--- config.mk ---
export PLATFORM = sky130hd
export DESIGN_NAME = tod_counter
export DESIGN_NICKNAME = d
export VERILOG_FILES = /design/src/rtl/tod_pkg.sv /design/src/rtl/tod_digit.sv /design/src/rtl/tod_hour.sv /design/src/rtl/tod_snap.sv /design/src/rtl/tod_counter.sv
export SDC_FILE = /design/constraint.sdc
export NUM_CORES = 1
export LEC_CHECK = 0
export ABC_AREA = 1
export BUFFER_PORTS_ARGS = -buffer_cell sky130_fd_sc_hd__buf_2
export CAP_MARGIN = 20
export CORE_ASPECT_RATIO = 0.6
export CORE_MARGIN = 10
export CORE_UTILIZATION = 51
export DETAILED_ROUTE_END_ITERATION = 10
export PLACE_DENSITY = 0.73
export SETUP_SLACK_MARGIN = 0.5
export SYNTH_ARGS = -nofsm -noshare
export SYNTH_HDL_FRONTEND = slang
export SYNTH_SLANG_ARGS = --single-unit
--- constraint.sdc ---
create_clock -name clk -period 1.3 [get_ports clk]
set_input_delay 0.26 -clock clk [delete_from_list [all_inputs] [get_ports clk]]
set_output_delay 0.26 -clock clk [all_outputs]
set_load 0.03 [all_outputs]
--- src/rtl/tod_pkg.sv ---
package tod_pkg;

    localparam int unsigned DIGIT_W  = 4;
    localparam int unsigned NUM_DIG  = 5;   // tenths, sec units, sec tens, min units, min tens
    localparam int unsigned DIV      = 4;   // count window period in clocks

    typedef enum logic [1:0] {
        SEL_TENTHS = 2'd0,
        SEL_SEC    = 2'd1,
        SEL_MIN    = 2'd2,
        SEL_HR     = 2'd3
    } rd_sel_e;

    typedef struct packed {
        logic               pm;
        logic               hh;
        logic [DIGIT_W-1:0] hl;
        logic [DIGIT_W-1:0] mt;
        logic [DIGIT_W-1:0] mu;
        logic [DIGIT_W-1:0] st;
        logic [DIGIT_W-1:0] su;
        logic [DIGIT_W-1:0] tn;
    } tod_time_t;

    localparam tod_time_t RESET_TIME = '{pm: 1'b0, hh: 1'b0, hl: 4'd1,
                                         mt: 4'd0, mu: 4'd0, st: 4'd0,
                                         su: 4'd0, tn: 4'd0};

    // Limit of each lower digit, index 0 is the tenths digit
    function automatic int unsigned digit_limit(input int unsigned idx);
        return (idx == 2 || idx == 4) ? 5 : 9;
    endfunction

    function automatic logic [7:0] byte_of(input tod_time_t t, input rd_sel_e s);
        case (s)
            SEL_TENTHS: return {4'h0, t.tn};
            SEL_SEC:    return {t.st, t.su};
            SEL_MIN:    return {t.mt, t.mu};
            default:    return {t.pm, 2'b00, t.hh, t.hl};
        endcase
    endfunction

endpackage

--- src/rtl/tod_digit.sv ---
module tod_digit #(
    parameter int unsigned LIMIT = 9,
    parameter int unsigned DW    = 4
) (
    input  logic          clk,
    input  logic          rst,
    input  logic          cnt_i,
    output logic [DW-1:0] val_o,
    output logic          tc_o
);
    localparam logic [DW-1:0] LIM = DW'(LIMIT);

    logic clr;

    assign tc_o = cnt_i && (val_o == LIM);
    assign clr  = tc_o;

    always_ff @(posedge clk) begin
        if (rst)        val_o <= '0;
        else if (clr)   val_o <= '0;
        else if (cnt_i) val_o <= val_o + 1'b1;
    end

    a_r4_digit_range: assert property (@(posedge clk) disable iff (rst)
        val_o <= LIM);
    a_r4_wrap: assert property (@(posedge clk) disable iff (rst)
        (cnt_i && val_o == LIM) |=> (val_o == '0));
    a_r4_idle: assert property (@(posedge clk) disable iff (rst)
        !cnt_i |=> $stable(val_o));

endmodule

--- src/rtl/tod_hour.sv ---
module tod_hour #(
    parameter int unsigned DW = 4
) (
    input  logic          clk,
    input  logic          rst,
    input  logic          cnt_i,
    output logic          hh_o,
    output logic [DW-1:0] hl_o,
    output logic          pm_o
);
    logic is_nine, is_eleven, is_twelve;
    logic hh_nxt, hl_clr;

    assign is_nine   = (hl_o == DW'(9));
    assign is_eleven = hh_o && (hl_o == DW'(1));
    assign is_twelve = hh_o && (hl_o == DW'(2));

    always_comb begin
        hh_nxt = hh_o;
        if (cnt_i && is_nine)   hh_nxt = 1'b1;
        if (cnt_i && is_twelve) hh_nxt = 1'b0;
    end

    // The clear strobe leaves bit 0 to the inverse of the new tens bit
    assign hl_clr = cnt_i && (is_nine || is_twelve);

    always_ff @(posedge clk) begin
        if (rst) begin
            hh_o <= 1'b0;
            hl_o <= DW'(1);
            pm_o <= 1'b0;
        end else begin
            hh_o <= hh_nxt;
            if (hl_clr)     hl_o <= {{(DW-1){1'b0}}, ~hh_nxt};
            else if (cnt_i) hl_o <= hl_o + 1'b1;
            if (cnt_i && is_eleven) pm_o <= ~pm_o;
        end
    end

    a_r8_wrap: assert property (@(posedge clk) disable iff (rst)
        (cnt_i && hh_o && hl_o == DW'(2)) |=> (!hh_o && hl_o == DW'(1)));
    a_r7_pm_toggle: assert property (@(posedge clk) disable iff (rst)
        !$stable(pm_o) |-> $past(cnt_i && hh_o && hl_o == DW'(1)));
    a_r6_range_hi: assert property (@(posedge clk) disable iff (rst)
        hh_o |-> (hl_o <= DW'(2)));
    a_r6_range_lo: assert property (@(posedge clk) disable iff (rst)
        !hh_o |-> (hl_o != '0 && hl_o <= DW'(9)));

endmodule

--- src/rtl/tod_snap.sv ---
module tod_snap
    import tod_pkg::*;
(
    input  logic      clk,
    input  logic      rst,
    input  tod_time_t live_i,
    input  logic      rd_en_i,
    input  rd_sel_e   rd_sel_i,
    output logic [7:0] rd_data_o
);
    tod_time_t snap_q, view;
    logic      hold_q;

    always_ff @(posedge clk) begin
        if (rst) begin
            hold_q <= 1'b0;
            snap_q <= RESET_TIME;
        end else begin
            if (!hold_q) snap_q <= live_i;
            if (rd_en_i && rd_sel_i == SEL_HR)     hold_q <= 1'b1;
            if (rd_en_i && rd_sel_i == SEL_TENTHS) hold_q <= 1'b0;
        end
    end

    assign view      = hold_q ? snap_q : live_i;
    assign rd_data_o = byte_of(view, rd_sel_i);

    a_r10_freeze_cause: assert property (@(posedge clk) disable iff (rst)
        $rose(hold_q) |-> $past(rd_en_i && rd_sel_i == SEL_HR));
    a_r11_release_cause: assert property (@(posedge clk) disable iff (rst)
        $fell(hold_q) |-> $past(rd_en_i && rd_sel_i == SEL_TENTHS));

endmodule

--- src/rtl/tod_counter.sv ---
module tod_counter
    import tod_pkg::*;
(
    input  logic        clk,
    input  logic        rst,
    input  logic        tick_i,
    input  logic        rd_en_i,
    input  logic [1:0]  rd_sel_i,
    output logic [25:0] time_o,
    output logic [7:0]  rd_data_o
);
    localparam int unsigned PW = $clog2(DIV);

    logic [PW-1:0]      phase_q;
    logic               win, pend_q, adv;
    logic [DIGIT_W-1:0] dig   [NUM_DIG];
    logic               carry [NUM_DIG+1];
    tod_time_t          live;

    always_ff @(posedge clk) begin
        if (rst) begin
            phase_q <= '0;
            pend_q  <= 1'b0;
        end else begin
            phase_q <= phase_q + 1'b1;
            pend_q  <= win ? 1'b0 : (pend_q | tick_i);
        end
    end

    assign win      = (phase_q == PW'(DIV-1));
    assign adv      = win && (tick_i || pend_q);
    assign carry[0] = adv;

    for (genvar g = 0; g < NUM_DIG; g++) begin : g_dig
        tod_digit #(.LIMIT(digit_limit(g)), .DW(DIGIT_W)) u_dig (
            .clk   (clk),
            .rst   (rst),
            .cnt_i (carry[g]),
            .val_o (dig[g]),
            .tc_o  (carry[g+1])
        );
    end

    tod_hour #(.DW(DIGIT_W)) u_hour (
        .clk   (clk),
        .rst   (rst),
        .cnt_i (carry[NUM_DIG]),
        .hh_o  (live.hh),
        .hl_o  (live.hl),
        .pm_o  (live.pm)
    );

    assign live.tn = dig[0];
    assign live.su = dig[1];
    assign live.st = dig[2];
    assign live.mu = dig[3];
    assign live.mt = dig[4];
    assign time_o  = live;

    tod_snap u_snap (
        .clk       (clk),
        .rst       (rst),
        .live_i    (live),
        .rd_en_i   (rd_en_i),
        .rd_sel_i  (rd_sel_e'(rd_sel_i)),
        .rd_data_o (rd_data_o)
    );

    a_r2_window_only: assert property (@(posedge clk) disable iff (rst)
        !$stable(time_o) |-> $past(win));
    a_r3_step_one: assert property (@(posedge clk) disable iff (rst)
        !$stable(time_o) |-> (time_o[3:0] == (($past(time_o[3:0]) == 4'd9) ? 4'd0 : $past(time_o[3:0]) + 4'd1)));

endmodule

Word level (Yosys, flattened, before mapping)

Cells that the tools add are included.

Bits in registers: 56
Input bits: 6
Output and inout bits: 34
Word-level logic and storage cells: 74

$add $sub $neg: 7
Equality and inequality tests: 12
Muxes and demuxes: 6
Bitwise logic cells: 3
Reductions and logical operators: 26

Operators with widths:

| kind                                                | number |
|---|---|
| 2-to-1 mux 26 bit                                   | 1 |
| adder 4 x 1 -> 4 bit, second input constant         | 6 |
| one-hot mux 8 bit (3 select lines)                  | 1 |
| equality test 4 bit, second input constant          | 4 |
| OR reduction 2 bit                                  | 8 |
| logical AND 1 bit                                   | 14 |
| equality test 4 x 3 -> 1 bit, second input constant | 2 |
| equality test 2 bit, second input constant          | 3 |
| equality test 4 x 1 -> 1 bit, second input constant | 1 |
| equality test 4 x 2 -> 1 bit, second input constant | 1 |
| 2-to-1 mux 1 bit                                    | 4 |
| adder 2 x 1 -> 2 bit, second input constant         | 1 |
| equality test 2 x 1 -> 1 bit, second input constant | 1 |
| zero test 2 bit                                     | 1 |
| logical OR 1 bit                                    | 2 |
| NOT 1 bit                                           | 2 |
| nonzero test 2 bit                                  | 1 |
| OR 1 bit                                            | 1 |

Depth between registers and ports, before layout

Depth after elaboration: 12
Gate-level depth with buffers: 11
Mapped depth without buffers: 11

Hierarchy

Synthesis repeated with hierarchy kept, for this count alone.

Cell total of the unflattened synthesis: 410
Area total of the unflattened synthesis: 2788.9 um^2

Modules (own cells, without submodules):

| module                         | times used | cells each | area an instance (um^2) | sequential area each (um^2) |
|---|---|---|---|---|
| tod_snap                       | 1          | 190        | 1257.5                  | 540.5 |
| tod_digit (g_dig[0].u_dig ...) | 3          | 31         | 216.5                   | 80.1 |
| tod_digit (g_dig[2].u_dig ...) | 2          | 30         | 212.7                   | 80.1 |
| tod_hour                       | 1          | 54         | 344.1                   | 120.1 |
| tod_counter                    | 1          | 13         | 112.6                   | 60.1 |

Least setup slack after synthesis

Ideal clock, no wire load.

Path kind: register to output
Start point: reg u_snap.hold_q
End point: out rd_data_o[3]
Arrival time: 1.612 ns
Required time: 1.040 ns
Path slack: -0.572 ns
Cell stages (with the launch flop): 7
Buffers on the path: 3
Cell sequence: dfxtp_1 buf_2 inv_2 buf_2 buf_2 o21ai_0 o21ai_0

Cells in the longest elaborated chain, start to end: 2

RTL lines:

| item                               | line              | RTL |
|---|---|---|
| start: declaration                 | tod_snap.sv:12    | `logic hold_q;` |
| start signal: assignment           | tod_snap.sv:16    | `hold_q <= 1'b0;` |
| start signal: assignment           | tod_snap.sv:20    | `if (rd_en_i && rd_sel_i == SEL_HR) hold_q <= 1'b1;` |
| start signal: assignment           | tod_snap.sv:21    | `if (rd_en_i && rd_sel_i == SEL_TENTHS) hold_q <= 1'b0;` |
| 2-to-1 mux 26 bit                  | -                 |  |
| one-hot mux 8 bit (3 select lines) | tod_pkg.sv:35     | `case (s)` |
| end: declaration                   | tod_counter.sv:10 | `output logic [7:0] rd_data_o` |

No other way between the ends.

Worst setup path in the final report

Start point: reg u_snap.hold_q
End point: out rd_data_o[0]

Same word-level chain as after synthesis.

==> results.tsv <==
stage	metric	value	unit
sta	final worst-path cycle share	148	%
sta	Final min period	1.93	ns
synthesis	top-count cell post-synth	nand2_1	
pwr	Power Dens Cells	663	mW/mm^2
setup_path	Setup crit end kind	output pin	
floorplanning	Die Area	0.00898	sq mm
cts	CTS tree	built	
pwr	Clk pwr share	30.7	%
placement	Final GP Congestion	0.836	
floorplanning	Die Ht	77.5	um
synthesis	cell accounting for the most synthesized area	dfxtp_1	
cts	worst skew pair latency	0.32	ns
synthesis	synth top area cells	dfxtp_1 (40%), nand2_1 (8.0%), nor2_1 (6.3%)	
pwr	Pint	2.30	mW
pwr	leakage	2.07	nW
global_route	grt ovf	0	
setup_path	WP data required	1.04	ns
synthesis	Post-Synthesis Cells	363	
placement	PortBufs	39	
global_route	first-pass GRT wire length	15000	um
pwr	Final Power	3.23	mW
sta	RSZ-0062 raised after global routing	true	
synthesis	Syn Nets	383	
sta	worst setup margin	-0.630	ns
global_route	initial antenna violation count	0	
routing	final wirelength	12100	um
cells_and_area	ANT cells	0	
routing	Residual DRC	0	
routing	Detail Route Antenna Nets	0	
cells_and_area	filler cell count	162	
synthesis	register area share after synthesis	39.9	%
synthesis	Yosys warning total	0	
synthesis	EDFF count, synth	0	
floorplanning	# IOs	40	
global_route	total track usage	20.7	%
sta	hold slack final	0.169	ns
global_route	vias in the first global route	2898	
routing	routed len/inst	22.0	um
cts	Clock Sinks	56	
setup_path	critical path startpoint category	register	
synthesis	commonest cells in the netlist	nand2_1 (60), dfxtp_1 (56), nor2_1 (47), inv_1 (43), o21ai_0 (23)	
floorplanning	Starting Density	54.0	%
setup_path	Crit Path Class	register to output pin	
cells_and_area	fraction of layout cells with a size suffix above 1	57.8	%
cts	H-tree Lvls	2	
sta	Final Hold Fails	0	
cells_and_area	P&R area growth vs syn	73.4	%
pwr	Logic pwr share	15.5	%
setup_path	crit path DAT	1.67	ns
synthesis	Post-synth top flop	dfxtp_1	
flow_run	max-cap violations	0	
synthesis	FFs w/ async S/R, synth	0	%
floorplanning	die width	116	um
pwr	VDD IR max	585	uV
cts	CTS Root Cell	clkbuf_8	
setup_path	worst-path fanout max	13	
outcome	status	complete, but fails checks	
synthesis	syn avg cell area	7.74	sq um
placement	hpwl dp	6100	um
sta	f_max	518	MHz
cts	Longest Clk Path Bufs	2	
synthesis	#FFs+latches synth	56	
routing	starting DRC count in detailed routing	324	
sta	fin. max-slew vios	0	
sta	slew margin rel.	49.7	%
sta	Setup violations, final	33	
hold_path	Min-Delay Path Class	primary input to register	
pwr	sw power	925	uW
global_route	largest net degree at the start of global routing	30	
outcome	failing checks	setup timing	
synthesis	share of the synthesized area in the top cell type	39.9	%
synthesis	synth unique cells	36	
sta	worst slew pin tran	0.753	ns
routing	vias per inst	5.99	
floorplanning	CORE AREA	0.00520	sq mm
cells_and_area	Final #Nets	502	
pwr	sw frac	28.6	%
cts	CTS Buf Count	5	
cts	Clk pin slew, worst setup/hold paths	0.11	ns
synthesis	Mapped Area	0.00281	sq mm
routing	Vias	3287	
pwr	Seq pwr share	53.8	%
floorplanning	Row Count	20	
sta	clk_skew	0.00852	ns
routing	drt first pass iters	5	
path summary, 6_finish.rpt:
check,from,to,slack [ns],cells after the start
min,rd_en_i,u_snap.hold_q,0.17,2
max,u_snap.hold_q,rd_data_o[0],-0.63,6
min reg2reg,phase_q[0],phase_q[0],0.44,1
max reg2reg,g_dig[0].u_dig.val_o[0],g_dig[4].u_dig.val_o[0],-0.35,8
flip-flops by register name, summed over array words and instances (netlist names):
signal	flops
u_snap.snap_q	26
phase_q	2
pend_q	1
u_hour.pm_o	1
u_hour.hh_o	1
u_snap.hold_q	1
u_hour.hl_o	4
g_dig.u_dig.val_o	20
per-stage QoR:
stage / worst slack (ns) / setup TNS, ns / utilization (%) / std cells / area (sq um)
2_1_floorplan: -0.134 / -1.76 / - / 363 / 3160
6_report: -0.630 / -9.81 / 93.6 / 549 / 4870
3_5_place_dp: -0.267 / -4.87 / 73.9 / 518 / 3850
4_1_cts: -0.544 / -7.13 / 88.2 / 541 / 4590
5_1_grt: -0.694 / -11.60 / 93.6 / 549 / 4870
3_3_place_gp: -0.219 / -3.86 / 73.9 / 518 / 3850
routing by layer:
layer	GRT usage [%]	up-vias	part of all wire, %
met5	0	-	0
met4	4.10	0	4.6
met3	4.07	57	8.1
met2	34.0	231	47
met1	27.6	1593	40
li1	-	1406	-
kinds of logic after synthesis:
| logic type | count (synthesis) | share of synthesized area, % |
|---|---|---|
| buffers and inverters | 61 | 8.64 |
| muxes | 6 | 2.14 |
| xor gates and xnor gates | 3 | 0.935 |
| AOI/OAI and AO/OA | 61 | 12.4 |
| DFF | 56 | 39.9 |
| and+or+nand+nor | 162 | 29.8 |
| adders and majority gates | 14 | 6.23 |
cell usage in the layout, fill, tap and decap left out, drive strengths merged:
| master | count |
|---|---|
| a221oi | 1 |
| dfxtp | 56 |
| inv | 50 |
| mux2i | 6 |
| o21ai | 27 |
| nor3 | 5 |
| buf | 122 |
| o22ai | 6 |
| a21oi | 16 |
| nand3 | 19 |
| nor2 | 53 |
| xor2 | 3 |
| nor3b | 3 |
| nand2 | 64 |
| nand4 | 5 |
| o21bai | 2 |
| or2 | 14 |
| o2111ai | 1 |
| a31oi | 1 |
| clkinv | 3 |
| clkbuf | 5 |
| ha | 14 |
| o211ai | 1 |
| o21a | 6 |
critical path: stages (launching register included):
cell and delay, ns:
dfxtp_4 0.41, buf_12 0.18, mux2i_4 0.26, o22ai_1 0.12, nor2_1 0.15, o21ai_2 0.09
buf_6 0.14
layout make-up:
cell class	instances	area, sq um	share of cell area, %
Multi-Input combinational cell	247	2070	42.5
Timing Repair Buffer	122	1220	25.1
Sequential cell	56	1200	24.7
Inverter	50	208	4.26
Tap cell	66	82.6	1.69
Clock buffer	5	68.8	1.41
Clock inverter	3	18.8	0.385
power groups by stage:
stage / registers, mW / logic, mW / clock network, mW
after floorplan: 1.78 / 0.232 / 0
after global placement: 1.78 / 0.352 / 0
after detailed placement: 1.78 / 0.359 / 0
after CTS: 1.73 / 0.423 / 0.981
after global routing: 1.74 / 0.522 / 1.04
final: 1.74 / 0.500 / 0.992
timing repair:
action                                  4_1_cts  5_1_grt
buffers inserted                             14        8
pin swaps                                    21       19
cloned                                        1        0
hold buffers                                  0        0
hold endpoints to repair                      0        0
endpoints found under the setup margin       88       89
resized for setup                           156       59
(Power assumes the default switching activity.)
